`config.mk`:
```
export PLATFORM = sky130hd
export DESIGN_NAME = uart_dma_req
export DESIGN_NICKNAME = d
export VERILOG_FILES = /design/src/rtl/uart_dma_pkg.sv /design/src/rtl/uart_dma_mode_sel.sv /design/src/rtl/uart_dma_rx_req.sv /design/src/rtl/uart_dma_tx_req.sv /design/src/rtl/uart_dma_req.sv
export SDC_FILE = /design/constraint.sdc
export NUM_CORES = 1
export LEC_CHECK = 0
export BUFFER_PORTS_ARGS = -buffer_cell sky130_fd_sc_hd__buf_2
export CAP_MARGIN = 40
export CORE_AREA = 2 2 39 41
export DETAILED_ROUTE_END_ITERATION = 10
export DIE_AREA = 0 0 41 43
export PLACE_DENSITY_LB_ADDON = 0.1
export SLEW_MARGIN = 20
export SYNTH_ARGS = -nofsm -noshare
export SYNTH_HDL_FRONTEND = slang
export SYNTH_HIERARCHICAL = 1
export SYNTH_SLANG_ARGS = --single-unit
export TNS_END_PERCENT = 1
```
`constraint.sdc`:
```
create_clock -name clk -period 2.2 [get_ports clk]
set_clock_uncertainty 0.05 [all_clocks]
set_input_delay 0.44 -clock clk [delete_from_list [all_inputs] [get_ports clk]]
set_output_delay 0.44 -clock clk [all_outputs]
set_load 0.01 [all_outputs]
```
`src/rtl/uart_dma_pkg.sv`:
```
package uart_dma_pkg;

  typedef enum logic {
    DMA_SINGLE = 1'b0,
    DMA_BURST  = 1'b1
  } dma_mode_e;

endpackage

```
`src/rtl/uart_dma_mode_sel.sv`:
```
module uart_dma_mode_sel
  import uart_dma_pkg::*;
(
  input  logic      fifo_en,
  input  logic      burst_sel,
  output dma_mode_e mode
);

  // Burst signalling needs the FIFOs; character mode is always single.
  always_comb begin
    if (fifo_en && burst_sel) mode = DMA_BURST;
    else                      mode = DMA_SINGLE;
  end

endmodule

```
`src/rtl/uart_dma_rx_req.sv`:
```
module uart_dma_rx_req
  import uart_dma_pkg::*;
#(
  parameter  int DEPTH = 16,
  localparam int CW    = $clog2(DEPTH + 1)
) (
  input  logic          clk,
  input  logic          rst_n,
  input  dma_mode_e     mode,
  input  logic [CW-1:0] count,
  input  logic          trig_hit,
  input  logic          timeout,
  output logic          req_n
);

  logic act_q, act_d, has_data;

  assign has_data = (count != '0);

  always_comb begin
    case (mode)
      DMA_SINGLE: act_d = has_data;
      DMA_BURST: begin
        if (!has_data)  act_d = 1'b0;
        else if (act_q) act_d = 1'b1;
        else            act_d = trig_hit | timeout;
      end
      default:    act_d = has_data;
    endcase
  end

  always_ff @(posedge clk or negedge rst_n) begin
    if (!rst_n) act_q <= 1'b0;
    else        act_q <= act_d;
  end

  assign req_n = ~act_q;

endmodule

```
`src/rtl/uart_dma_tx_req.sv`:
```
module uart_dma_tx_req
  import uart_dma_pkg::*;
#(
  parameter  int DEPTH = 16,
  localparam int CW    = $clog2(DEPTH + 1)
) (
  input  logic          clk,
  input  logic          rst_n,
  input  dma_mode_e     mode,
  input  logic [CW-1:0] count,
  output logic          req_n
);

  localparam logic [CW-1:0] FULL_LVL = CW'(DEPTH);

  logic act_q, act_d, empty, full;

  assign empty = (count == '0);
  assign full  = (count >= FULL_LVL);

  always_comb begin
    case (mode)
      DMA_SINGLE: act_d = empty;
      DMA_BURST: begin
        if (full)       act_d = 1'b0;
        else if (act_q) act_d = 1'b1;
        else            act_d = empty;
      end
      default:    act_d = empty;
    endcase
  end

  always_ff @(posedge clk or negedge rst_n) begin
    if (!rst_n) act_q <= 1'b0;
    else        act_q <= act_d;
  end

  assign req_n = ~act_q;

endmodule

```
`src/rtl/uart_dma_req.sv`:
```
module uart_dma_req
  import uart_dma_pkg::*;
#(
  parameter  int RX_DEPTH = 16,
  parameter  int TX_DEPTH = 16,
  localparam int RX_CW    = $clog2(RX_DEPTH + 1),
  localparam int TX_CW    = $clog2(TX_DEPTH + 1)
) (
  input  logic             clk,
  input  logic             rst_n,
  input  logic             fifo_en,
  input  logic             burst_sel,
  input  logic [RX_CW-1:0] rx_count,
  input  logic             rx_trig_hit,
  input  logic             rx_timeout,
  input  logic [TX_CW-1:0] tx_count,
  output logic             rx_req_n,
  output logic             tx_req_n
);

  dma_mode_e mode;

  uart_dma_mode_sel u_mode (
    .fifo_en   (fifo_en),
    .burst_sel (burst_sel),
    .mode      (mode)
  );

  uart_dma_rx_req #(.DEPTH(RX_DEPTH)) u_rx (
    .clk      (clk),
    .rst_n    (rst_n),
    .mode     (mode),
    .count    (rx_count),
    .trig_hit (rx_trig_hit),
    .timeout  (rx_timeout),
    .req_n    (rx_req_n)
  );

  uart_dma_tx_req #(.DEPTH(TX_DEPTH)) u_tx (
    .clk   (clk),
    .rst_n (rst_n),
    .mode  (mode),
    .count (tx_count),
    .req_n (tx_req_n)
  );

endmodule

```
* Word level (Yosys, flattened, before mapping) *
Index checks and enable logic that the tools add are counted.

word-level totals
  flip-flop bits (word level) = 2
  input bits = 16
  output and inout bits = 2

cells by class
  order comparisons = 1
  multiplexer cells = 7
  bitwise gates (word level) = 4
  reduce and logical (&&, ||, !) cells = 3

operator list
  kind                                                      count
  5-bit greater-or-equal comparator, second input constant  1
  5-bit zero test                                           1
  1-bit 2-to-1 mux                                          5
  5-bit nonzero test                                        1
  1-bit one-hot mux with 2 select lines                     2
  1-bit NOT                                                 3
  1-bit logical AND                                         1
  1-bit bitwise OR                                          1

* Depth between registers and ports, before layout *
  depth after elaboration = 4
  mapped depth = 3
  depth with buffers taken out = 3

* Cells and area by module *
The synthesis kept the hierarchy.

by module, submodules not included
  module             times used  cells an instance  area an instance (um2)  sequential area each (um2)
  uart_dma_rx_req    1           6                  57.6                    25.0
  uart_dma_tx_req    1           5                  45.0                    25.0
  uart_dma_mode_sel  1           1                  6.3                     0.0

* Worst setup path before layout *
OpenSTA, ideal clock, no wires.

  kind = input-to-reg
  from = input port tx_count[3]
  to = register u_tx.act_q
  setup time = 0.077 ns
  data arrival time = 1.075 ns
  path slack = 0.997 ns
  stages on the path = 2
  cells stage by stage = or4_1 -> a21oi_1

on the way
  cells in the longest elaborated chain, start to end = 4

ends and longest elaborated chain
  what                                                                       RTL line               source
  start: declaration                                                         uart_dma_req.sv:16     input logic [TX_CW-1:0] tx_count,
  branches (longest 3 deep; another with 5-bit greater-or-equal comparator)  --
  1-bit one-hot mux with 2 select lines *                                    uart_dma_tx_req.sv:22  case (mode)
  via u_tx.act_d                                                             uart_dma_tx_req.sv:16  logic act_q, act_d, empty, full;
  end signal: assignment                                                     uart_dma_tx_req.sv:35  else act_q <= act_d;
  end: declaration                                                           uart_dma_tx_req.sv:16

Mark *: on every way through the listed nets, which the timed path passes.

* Worst setup path in the final report *
  from = register u_rx.act_q
  to = output port rx_req_n

on the way
  cells in the longest elaborated chain, start to end = 1

ends and longest elaborated chain
  what                      RTL line               source
  start: declaration        uart_dma_rx_req.sv:16  logic act_q, act_d, has_data;
  start signal: assignment  uart_dma_rx_req.sv:34  else act_q <= act_d;
  1-bit NOT                 uart_dma_rx_req.sv:37  assign req_n = ~act_q;
  end: declaration          uart_dma_req.sv:17     output logic rx_req_n,

No other way between the ends.

==> results_dict.tcl <==
set metrics [dict create \
    io_pins 18 \
    tightest_slew_ps 193 \
    fmax_mhz 799 \
    cts.htree.levels 1 \
    slew_headroom 0.871 \
    ant_nets 0 \
    drv_slew 0 \
    fin_tns_setup_ps 0 \
    port_buffers 17 \
    synth_cell_type_count 9 \
    area_growth_pct 126 \
    period_share 0.569 \
    synth_top_area_frac 0.460 \
    crit_buf_inv 2 \
    num_antenna_cells 0 \
    cp.required_ps 1710 \
    dr.max_layer_used "met3" \
    rows 14 \
    path_clk_slew_ps 30 \
    synth_seq_area_share 0.460 \
    wirelength_um 389 \
    clockBufferDepth 2 \
    syn-num-nets 28 \
    ir_worst_vdd_mv 0.100 \
    vias 174 \
    core_mm2 0.00138 \
    fillers 162 \
    max-cap-violations 0 \
    grt_pass1_vias 200 \
    final_cells 49 \
    hold_path_class "input pin to flop" \
    status "finished, final reports clean" \
    initial_core_util 0.0787 \
    rsz0062_at_grt "no" \
    synth.area.top_cells "dfrtp_1, nor4b_2, a21oi_1" \
    crit_path_max_incr_delay_ps 370 \
    criticalPathCategory "flop to output port" \
    p_leak_nw 0.128 \
    synth_warnings 6 \
    whs_ps 316 \
    syn_inst 12 \
    avgSynthCellArea_um2 9.07 \
    fin_crit_ps 1250 \
    grt_antenna_before_repair 0 \
    clkLatencyLatePin_ps 220 \
    final_util 0.178 \
    postCtsSetupBuffers 0 \
    place.gp.congestion 0.603 \
    die_y_um 43 \
    tritoncts.num_buffers 3 \
    async_flop_share 1.00 \
    crit_slowest_cell "dfrtp_1" \
    hold_violations 0 \
    wl_met3_um 34 \
    wl_met1_um 88 \
    drive_above_1_share 0.636 \
    grt_first_pass_wirelength_um 627 \
    dp_cells 45 \
    cts-root-buf "clkbuf_4" \
    grt_remaining_overflow 0 \
    layout.nets 51 \
    synth_top_area_cell "dfrtp_1" \
    cpLargestDelayFamily "flip-flops" \
    crit_chain "inv_1, buf_2" \
    grt.total_usage 0.0612 \
    setup_viol 0 \
    critPathLaunchType "flop" \
    die_area_mm2 0.00176 \
    ys_ff_latch 2 \
    chipWidth_um 41 \
    cts_resized 0 \
    drtIter0Drc 2 \
    regArea_um2 50.0 \
    cp_max_fo 2 \
    p_per_area_mw_per_mm2 559 \
    ys.flop_type "dfrtp_1" \
    synth_area_um2 109 \
    critPathArrivalTime_ps 760 \
    wl_per_cell_um 7.94 \
    dr_wl_met2_um 266 \
    multi_input_area_um2 51.3 \
    via_per_inst 3.55 \
    end_kind "output port" \
    grt_max_degree 3 \
    drcViolationCount 0 \
    cts_tree "yes" \
    synth-edff-count 0 \
    drtPass1Iterations 4 \
    cts.sinks 2 \
    yosys-top-cells-count "a21oi_1, dfrtp_1, inv_1" \
]
-- registers in the layout (all words and copies together), names as in the netlist --
| register | flops |
|---|---|
| u_rx/act_q | 1 |
| u_tx/act_q | 1 |
-- worst register-to-register path: stages, from the launching register on --
cell and delay (ps):
dfrtp_1 370, nor4b_2 210, a21oi_1 60
-- per-stage QoR --
stage	total power, W	cell area [um^2]	setup WS [ps]
after global placement	0.0000556	214	901
after CTS	0.000144	246	930
after detailed placement	0.0000561	214	880
after global routing	0.000148	246	911
final	0.000138	246	949
after floorplan	0.0000419	109	997
-- per-layer routing --
layer	track usage	up-vias
met2	0.113	5
li1	-	83
met5	0	-
met1	0.0225	86
met3	0.0314	0
met4	0.0800	0
-- path summary, 6_finish.rpt --
check	slack, ps	startpoint	endpoint	cells past startpoint
setup / recovery	950	u_rx/act_q	rx_req_n	2
hold / removal	320	tx_count[4]	u_tx/act_q	2
setup reg to reg	1390	u_rx/act_q	u_rx/act_q	2
hold reg to reg	460	u_tx/act_q	u_tx/act_q	2
max in group asynchronous	1520	rst_n	u_rx/act_q	2
min in group asynchronous	480	rst_n	u_tx/act_q	2
-- repair_timing --
item	in CTS	in global routing
endpoints found under the hold margin	2	0
hold buffers	1	0
setup endpoints to repair	0	0
-- kinds of logic (layout without fill, tap and decap cells) --
group                  after synthesis  in the layout  synth area share
AND/OR/NAND/NOR                      6              6             0.379
buffers and inverters                2             23            0.0690
AO/OA/AOI/OAI                        2              2            0.0920
flip-flops                           2              2             0.460
-- layout by cell type (no fill, tap or decap) --
cell type and count:
clkbuf_4 3, inv_1 2, nor3_1 1, or4_1 1, nand2_1 1, dlygate4sd3_1 1
nor2_1 1, nor4b_2 1, and2_1 1, dfrtp_1 2, buf_2 17, a21oi_1 2
-- cell type report --
class | instances | share of cell area
timing repair buffer | 18 | 0.386
clock buffer | 3 | 0.0914
multi-input combinational | 8 | 0.208
tap | 16 | 0.0812
sequential | 2 | 0.203
inverter | 2 | 0.0305
-- where the power goes --
| part | total [W] | switching, W | internal [W] |
|---|---|---|---|
| Sequential | 0.0000381 | 0.000000360 | 0.0000378 |
| Combinational | 0.0000188 | 0.00000605 | 0.0000127 |
| Clock | 0.0000808 | 0.0000207 | 0.0000602 |
| Total | 0.000138 | 0.0000271 | 0.000111 |
Note: power is estimated with default switching activity, not from simulation.
